<file path="config.mk">
export PLATFORM = sky130hd
export DESIGN_NAME = mbox_responder
export DESIGN_NICKNAME = d
export VERILOG_FILES = /design/src/rtl/mbox_pkg.sv /design/src/rtl/mbox_portdec.sv /design/src/rtl/mbox_exec.sv /design/src/rtl/mbox_bytes.sv /design/src/rtl/mbox_responder.sv
export SDC_FILE = /design/constraint.sdc
export NUM_CORES = 1
export LEC_CHECK = 0
export BUFFER_PORTS_ARGS = -buffer_cell sky130_fd_sc_hd__buf_2
export CAP_MARGIN = 20
export CORE_ASPECT_RATIO = 1.2
export CORE_MARGIN = 1.5
export CORE_UTILIZATION = 60
export CTS_BUF_LIST = sky130_fd_sc_hd__clkbuf_8
export DETAILED_ROUTE_END_ITERATION = 8
export PLACE_DENSITY = 0.84
export SYNTH_ARGS = -nofsm -noshare
export SYNTH_HDL_FRONTEND = slang
export SYNTH_SLANG_ARGS = --single-unit
</file>
<file path="constraint.sdc">
create_clock -name clk -period 3.48 [get_ports clk]
set_clock_uncertainty 0.05 [all_clocks]
set_input_delay 0.174 -clock clk [delete_from_list [all_inputs] [get_ports clk]]
set_output_delay 0.174 -clock clk [all_outputs]
set_load 0.005 [all_outputs]
</file>
<file path="src/rtl/mbox_pkg.sv">
package mbox_pkg;
  localparam logic [7:0] IDX_CMD   = 8'h80;
  localparam logic [7:0] IDX_RESP  = 8'h82;
  localparam logic [7:0] IDX_ARG   = 8'h83;
  localparam logic [7:0] OP_OWN    = 8'h96;
  localparam logic [7:0] ARG_TAKE  = 8'hB4;
  localparam logic [7:0] ARG_GIVE  = 8'hB5;
  localparam logic [7:0] RC_DONE   = 8'hFA;
  localparam logic [7:0] RC_ERR    = 8'hFF;

  typedef enum logic {EX_IDLE, EX_RUN} ex_state_t;

  typedef struct packed {
    logic       wr_idx;
    logic       wr_dat;
    logic       rd_idx;
    logic       rd_dat;
    logic [7:0] wdata;
  } host_op_t;
endpackage

</file>
<file path="src/rtl/mbox_portdec.sv">
module mbox_portdec
  import mbox_pkg::*;
#(
  parameter int AW = 16,
  parameter logic [AW-1:0] IDX_PORT = 'h3E
) (
  input  logic [AW-1:0] io_addr,
  input  logic          io_wr,
  input  logic          io_rd,
  input  logic [7:0]    io_wdata,
  output host_op_t      op_o
);
  localparam logic [AW-1:0] DATA_PORT = IDX_PORT + AW'(1);

  logic hit_idx, hit_dat;

  always_comb begin
    hit_idx      = (io_addr == IDX_PORT);
    hit_dat      = (io_addr == DATA_PORT);
    op_o.wr_idx  = io_wr & hit_idx;
    op_o.wr_dat  = io_wr & hit_dat;
    op_o.rd_idx  = io_rd & hit_idx;
    op_o.rd_dat  = io_rd & hit_dat;
    op_o.wdata   = io_wdata;
  end
endmodule

</file>
<file path="src/rtl/mbox_exec.sv">
module mbox_exec
  import mbox_pkg::*;
#(
  parameter int LATENCY = 16
) (
  input  logic       clk,
  input  logic       rst,
  input  logic       start_i,
  input  logic [7:0] cmd_i,
  input  logic [7:0] arg_i,
  output logic       busy_o,
  output logic       fin_o,
  output logic [7:0] code_o,
  output logic       yield_o
);
  localparam int CW = $clog2(LATENCY + 1);

  ex_state_t     state_q;
  logic [CW-1:0] cnt_q;
  logic          ok_q;
  logic          take_q;

  always_comb begin
    busy_o = (state_q == EX_RUN);
    fin_o  = busy_o && (cnt_q == '0);
    code_o = ok_q ? RC_DONE : RC_ERR;
  end

  always_ff @(posedge clk) begin
    if (rst) begin
      state_q <= EX_IDLE;
      cnt_q   <= '0;
      ok_q    <= 1'b0;
      take_q  <= 1'b0;
      yield_o <= 1'b0;
    end else begin
      case (state_q)
        EX_IDLE: begin
          if (start_i) begin
            state_q <= EX_RUN;
            cnt_q   <= CW'(LATENCY - 1);
            ok_q    <= (cmd_i == OP_OWN) &&
                       ((arg_i == ARG_TAKE) || (arg_i == ARG_GIVE));
            take_q  <= (arg_i == ARG_TAKE);
          end
        end
        default: begin
          if (cnt_q == '0) begin
            state_q <= EX_IDLE;
            if (ok_q) yield_o <= take_q;
          end else begin
            cnt_q <= cnt_q - CW'(1);
          end
        end
      endcase
    end
  end
endmodule

</file>
<file path="src/rtl/mbox_bytes.sv">
module mbox_bytes
  import mbox_pkg::*;
(
  input  logic       clk,
  input  logic       rst,
  input  host_op_t   op_i,
  input  logic       busy_i,
  input  logic       fin_i,
  input  logic [7:0] code_i,
  output logic       start_o,
  output logic [7:0] arg_o,
  output logic [7:0] rdata_o,
  output logic       rvalid_o
);
  logic [7:0] index_q, cmd_q, resp_q, arg_q;
  logic [7:0] sel_byte;

  always_comb begin
    start_o = op_i.wr_dat && (index_q == IDX_CMD) && !busy_i;
    arg_o   = arg_q;
    case (index_q)
      IDX_CMD:  sel_byte = cmd_q;
      IDX_RESP: sel_byte = resp_q;
      IDX_ARG:  sel_byte = arg_q;
      default:  sel_byte = 8'h00;
    endcase
  end

  always_ff @(posedge clk) begin
    if (rst) begin
      index_q  <= '0;
      cmd_q    <= '0;
      resp_q   <= '0;
      arg_q    <= '0;
      rdata_o  <= '0;
      rvalid_o <= 1'b0;
    end else begin
      if (op_i.wr_idx) index_q <= op_i.wdata;
      if (start_o) cmd_q <= op_i.wdata;
      if (op_i.wr_dat && index_q == IDX_ARG) arg_q <= op_i.wdata;
      if (fin_i)
        resp_q <= code_i;
      else if (start_o)
        resp_q <= 8'h00;
      else if (op_i.wr_dat && index_q == IDX_RESP && !busy_i)
        resp_q <= op_i.wdata;
      rvalid_o <= op_i.rd_idx | op_i.rd_dat;
      if (op_i.rd_idx)      rdata_o <= index_q;
      else if (op_i.rd_dat) rdata_o <= sel_byte;
      else                  rdata_o <= 8'h00;
    end
  end
endmodule

</file>
<file path="src/rtl/mbox_responder.sv">
module mbox_responder
  import mbox_pkg::*;
#(
  parameter int AW = 16,
  parameter logic [AW-1:0] IDX_PORT = 'h3E,
  parameter int LATENCY = 16
) (
  input  logic          clk,
  input  logic          rst,
  input  logic [AW-1:0] io_addr,
  input  logic          io_wr,
  input  logic          io_rd,
  input  logic [7:0]    io_wdata,
  output logic [7:0]    io_rdata,
  output logic          io_rvalid,
  output logic          bus_yield
);
  host_op_t   op_w;
  logic       start_w, busy_w, fin_w;
  logic [7:0] code_w, arg_w;

  mbox_portdec #(.AW(AW), .IDX_PORT(IDX_PORT)) u_dec (
    .io_addr(io_addr), .io_wr(io_wr), .io_rd(io_rd),
    .io_wdata(io_wdata), .op_o(op_w)
  );

  mbox_bytes u_bytes (
    .clk(clk), .rst(rst), .op_i(op_w), .busy_i(busy_w), .fin_i(fin_w),
    .code_i(code_w), .start_o(start_w), .arg_o(arg_w),
    .rdata_o(io_rdata), .rvalid_o(io_rvalid)
  );

  mbox_exec #(.LATENCY(LATENCY)) u_exec (
    .clk(clk), .rst(rst), .start_i(start_w), .cmd_i(op_w.wdata),
    .arg_i(arg_w), .busy_o(busy_w), .fin_o(fin_w), .code_o(code_w),
    .yield_o(bus_yield)
  );
endmodule

</file>
==> flow_summary.yaml <==
yosys:
  syn_inst: 268
  async_flop_share: 0
  synthesis.area_um2: 2350
  ys.flop_type: "dfxtp_1"
  synth_enable_flop_cells: 0
  ys_ff_latch: 50
  ys_seq_area_frac: 0.426
  synth_nets: 297
  synth_warnings: 0
  synthDistinctLibCells: 49
  syn_avg_cell_area_um2: 8.76
clock_tree:
  cts_setup_buffers: 0
  clk_latency_ns: 0.30
  cts-buffers-inserted: 5
  clock-sinks: 50
  clockRootBuffer: "clkbuf_8"
  clockBufferDepth: 2
  post_cts_resized: 0
  cts_hold_buf: 0
  clkTransAtPathRegs_ns: 0.08
  htree_num_levels: 2
  cts_tree: "done"
timing:
  drv_slew: 0
  relSlewSlack: 0.349
  hold_viol_final: 0
  worst_slack_ns: 1.44
  fin_crit_sh: 0.586
  setup_viol_count_final: 0
  rsz0062_at_grt: "false"
  worst_slew_pin_slew_ns: 0.974
  timing.fmax_mhz: 490
  finalSetupTns_ns: 0
  min_period_ns: 2.04
critical_path:
  critPathSlowestCell: "nand4_1"
  start_kind: "input port"
  crit_type: "input port to flop"
  critPathMaxStageDelay_ns: 0.80
  cp-end-kind: "flop"
  cp.required_ns: 3.60
  ff2ff_setup_slack_ns: 1.50
  critPathArrivalTime_ns: 2.16
  cp_max_fo: 22
  critical_path.cell_chain: "buf_2, nor4b_2, nand4_1, a2111oi_0, a211oi_1"
pwr:
  peakVddDrop_uv: 286
  p_per_area_nw_per_um2: 357
  power_leakage_nw: 0.893
global_route:
  grt.overflow.total: 0
  grt_pass1_wl_mm: 9.70
  grt_max_degree: 41
  grt_pass1_vias: 2104
  gr-usage-all-layers: 0.298
  antenna_found_initial: 0
detailed_routing:
  wirelength_mm: 5.87
  dr.pass1.iters: 4
  wl_per_cell_um: 16.9
  drt_iter0_markers: 173
  ant_nets: 0
  drc: 0
  avgViaCountPerCell: 6.30
  vias: 2187
floorplanning:
  core_um2: 3690
  rows: 24
  die_h_um: 71.5
  die_x_um: 60.1
  die_area_um2: 4300
  io_pins: 38
  start_util: 0.636
final_layout:
  multi_input_area_um2: 1210
  n_antenna_cell: 0
  n_fill_cell: 302
  final_cells: 347
  final_nets: 324
  seqCellArea_um2: 1000
  drive_above_1_share: 0.210
  syn_to_final_growth_pct: 10.9
place:
  dp_cells: 339
  portBuffers: 37
  gp_congestion: 0.880
  hpwlAfterDp_mm: 4.09
  post-place-ws_ns: 1.15
outcome:
  outcome: "finished, final reports clean"
min_path:
  hold_class: "input port to flop"
flow_run:
  maxCapViolCount: 0
==> cell families after synthesis <==
kind of cell / Yosys count / synth area share
simple gates: 80 / 0.217
fa+ha+maj: 1 / 0.00533
xor+xnor: 1 / 0.00373
mux: 8 / 0.0341
compound gates: 100 / 0.256
flops: 50 / 0.426
buf+inv: 28 / 0.0570
==> sequential cells by signal (all words and copies together) (netlist names), 5 cells and up <==
register and count:
u_bytes.resp_q 8, u_bytes.rdata_o 8, u_bytes.arg_o 8, u_bytes.cmd_q 8, u_bytes.index_q 8, u_exec.cnt_q 5
==> final cells by class <==
cell class	count	share of cell area
Clock buffer	5	0.0264
Inverter	5	0.00720
Multi-Input combinational cell	190	0.466
Timing Repair Buffer	43	0.0884
Tap cell	52	0.0250
Clock inverter	2	0.00288
Sequential cell	50	0.384
==> report_power, final <==
group	leakage (nW)	internal (W)	total (W)	switching, W
Combinational	0.443	0.0000156	0.0000446	0.0000290
Sequential	0.402	0.000571	0.000571	0.00000000120
Clock	0.0466	0.000133	0.000314	0.000181
Total	0.893	0.000720	0.000930	0.000210
==> cells in the final DEF, fill, tap and decap left out, types with 2 or more instances in the layout <==
master / instances
clkbuf_8: 5
o21ai_0: 24
nor2_1: 9
or4b_1: 2
buf_4: 5
dfxtp_1: 50
buf_2: 37
and2_1: 2
a41oi_1: 3
and4_1: 3
a22o_1: 8
o21ai_1: 13
a211oi_1: 7
a21oi_1: 34
nand3_1: 20
mux2i_1: 8
nand2_1: 11
nor4_2: 2
nor4b_2: 2
inv_1: 6
nand4_1: 10
nor3_1: 3
and3_1: 3
a2111oi_0: 3
==> final timing paths <==
check                 endpoint  cells past startpoint          startpoint
min           u_bytes.cmd_q[1]                      3         io_wdata[1]
max          u_bytes.resp_q[3]                      5          io_addr[7]
max reg2reg   u_bytes.arg_o[2]                      5  u_bytes.index_q[1]
min reg2reg     u_exec.yield_o                      2       u_exec.take_q
==> routing by layer <==
layer / routed length (um) / global-route usage / up-vias
met5: 0 / 0 / -
met4: 196 / 0.160 / 0
met3: 325 / 0.0758 / 18
met2: 2880 / 0.470 / 80
met1: 2470 / 0.366 / 1025
li1: - / - / 1064
==> stage by stage <==
stage                      util  area [um^2]  hold WS [ns]  total power [W]
after global routing      0.705         2610         0.141         0.000961
after detailed placement  0.683         2520         0.410         0.000629
after CTS                 0.703         2600         0.115         0.000931
after global placement    0.683         2520         0.413         0.000628
after floorplan               -         2350         0.276         0.000600
final                     0.705         2610         0.120         0.000930
==> synth_stat cells, types with 2 or more instances <==
| cell type | instances | share of area |
|---|---|---|
| nor2_1 | 9 | 0.014 |
| or4b_1 | 2 | 0.0085 |
| mux2i_1 | 8 | 0.034 |
| o21ai_1 | 13 | 0.028 |
| clkbuf_1 | 9 | 0.014 |
| and2_1 | 2 | 0.0053 |
| nand3_1 | 20 | 0.043 |
| nor4_2 | 2 | 0.011 |
| inv_1 | 4 | 0.0064 |
| a211oi_1 | 7 | 0.022 |
| buf_4 | 2 | 0.0064 |
| nor4b_2 | 2 | 0.013 |
| buf_2 | 11 | 0.023 |
| nand4_1 | 10 | 0.027 |
| and3_1 | 3 | 0.0080 |
| a21oi_1 | 34 | 0.072 |
| a22o_1 | 8 | 0.030 |
| a2111oi_0 | 3 | 0.011 |
| nor3_1 | 3 | 0.0064 |
| a41oi_1 | 3 | 0.011 |
| nand2_1 | 11 | 0.018 |
| and4_1 | 3 | 0.011 |
| dfxtp_1 | 50 | 0.43 |
| o21ai_0 | 24 | 0.051 |
==> worst max-delay path, delay by kind of cell <==
family,cells,cell delay [ns]
AOI/OAI and AO/OA,2,0.77
buffers and inverters,1,0.10
and+or+nand+nor,2,1.10
(Power assumes the default switching activity.)
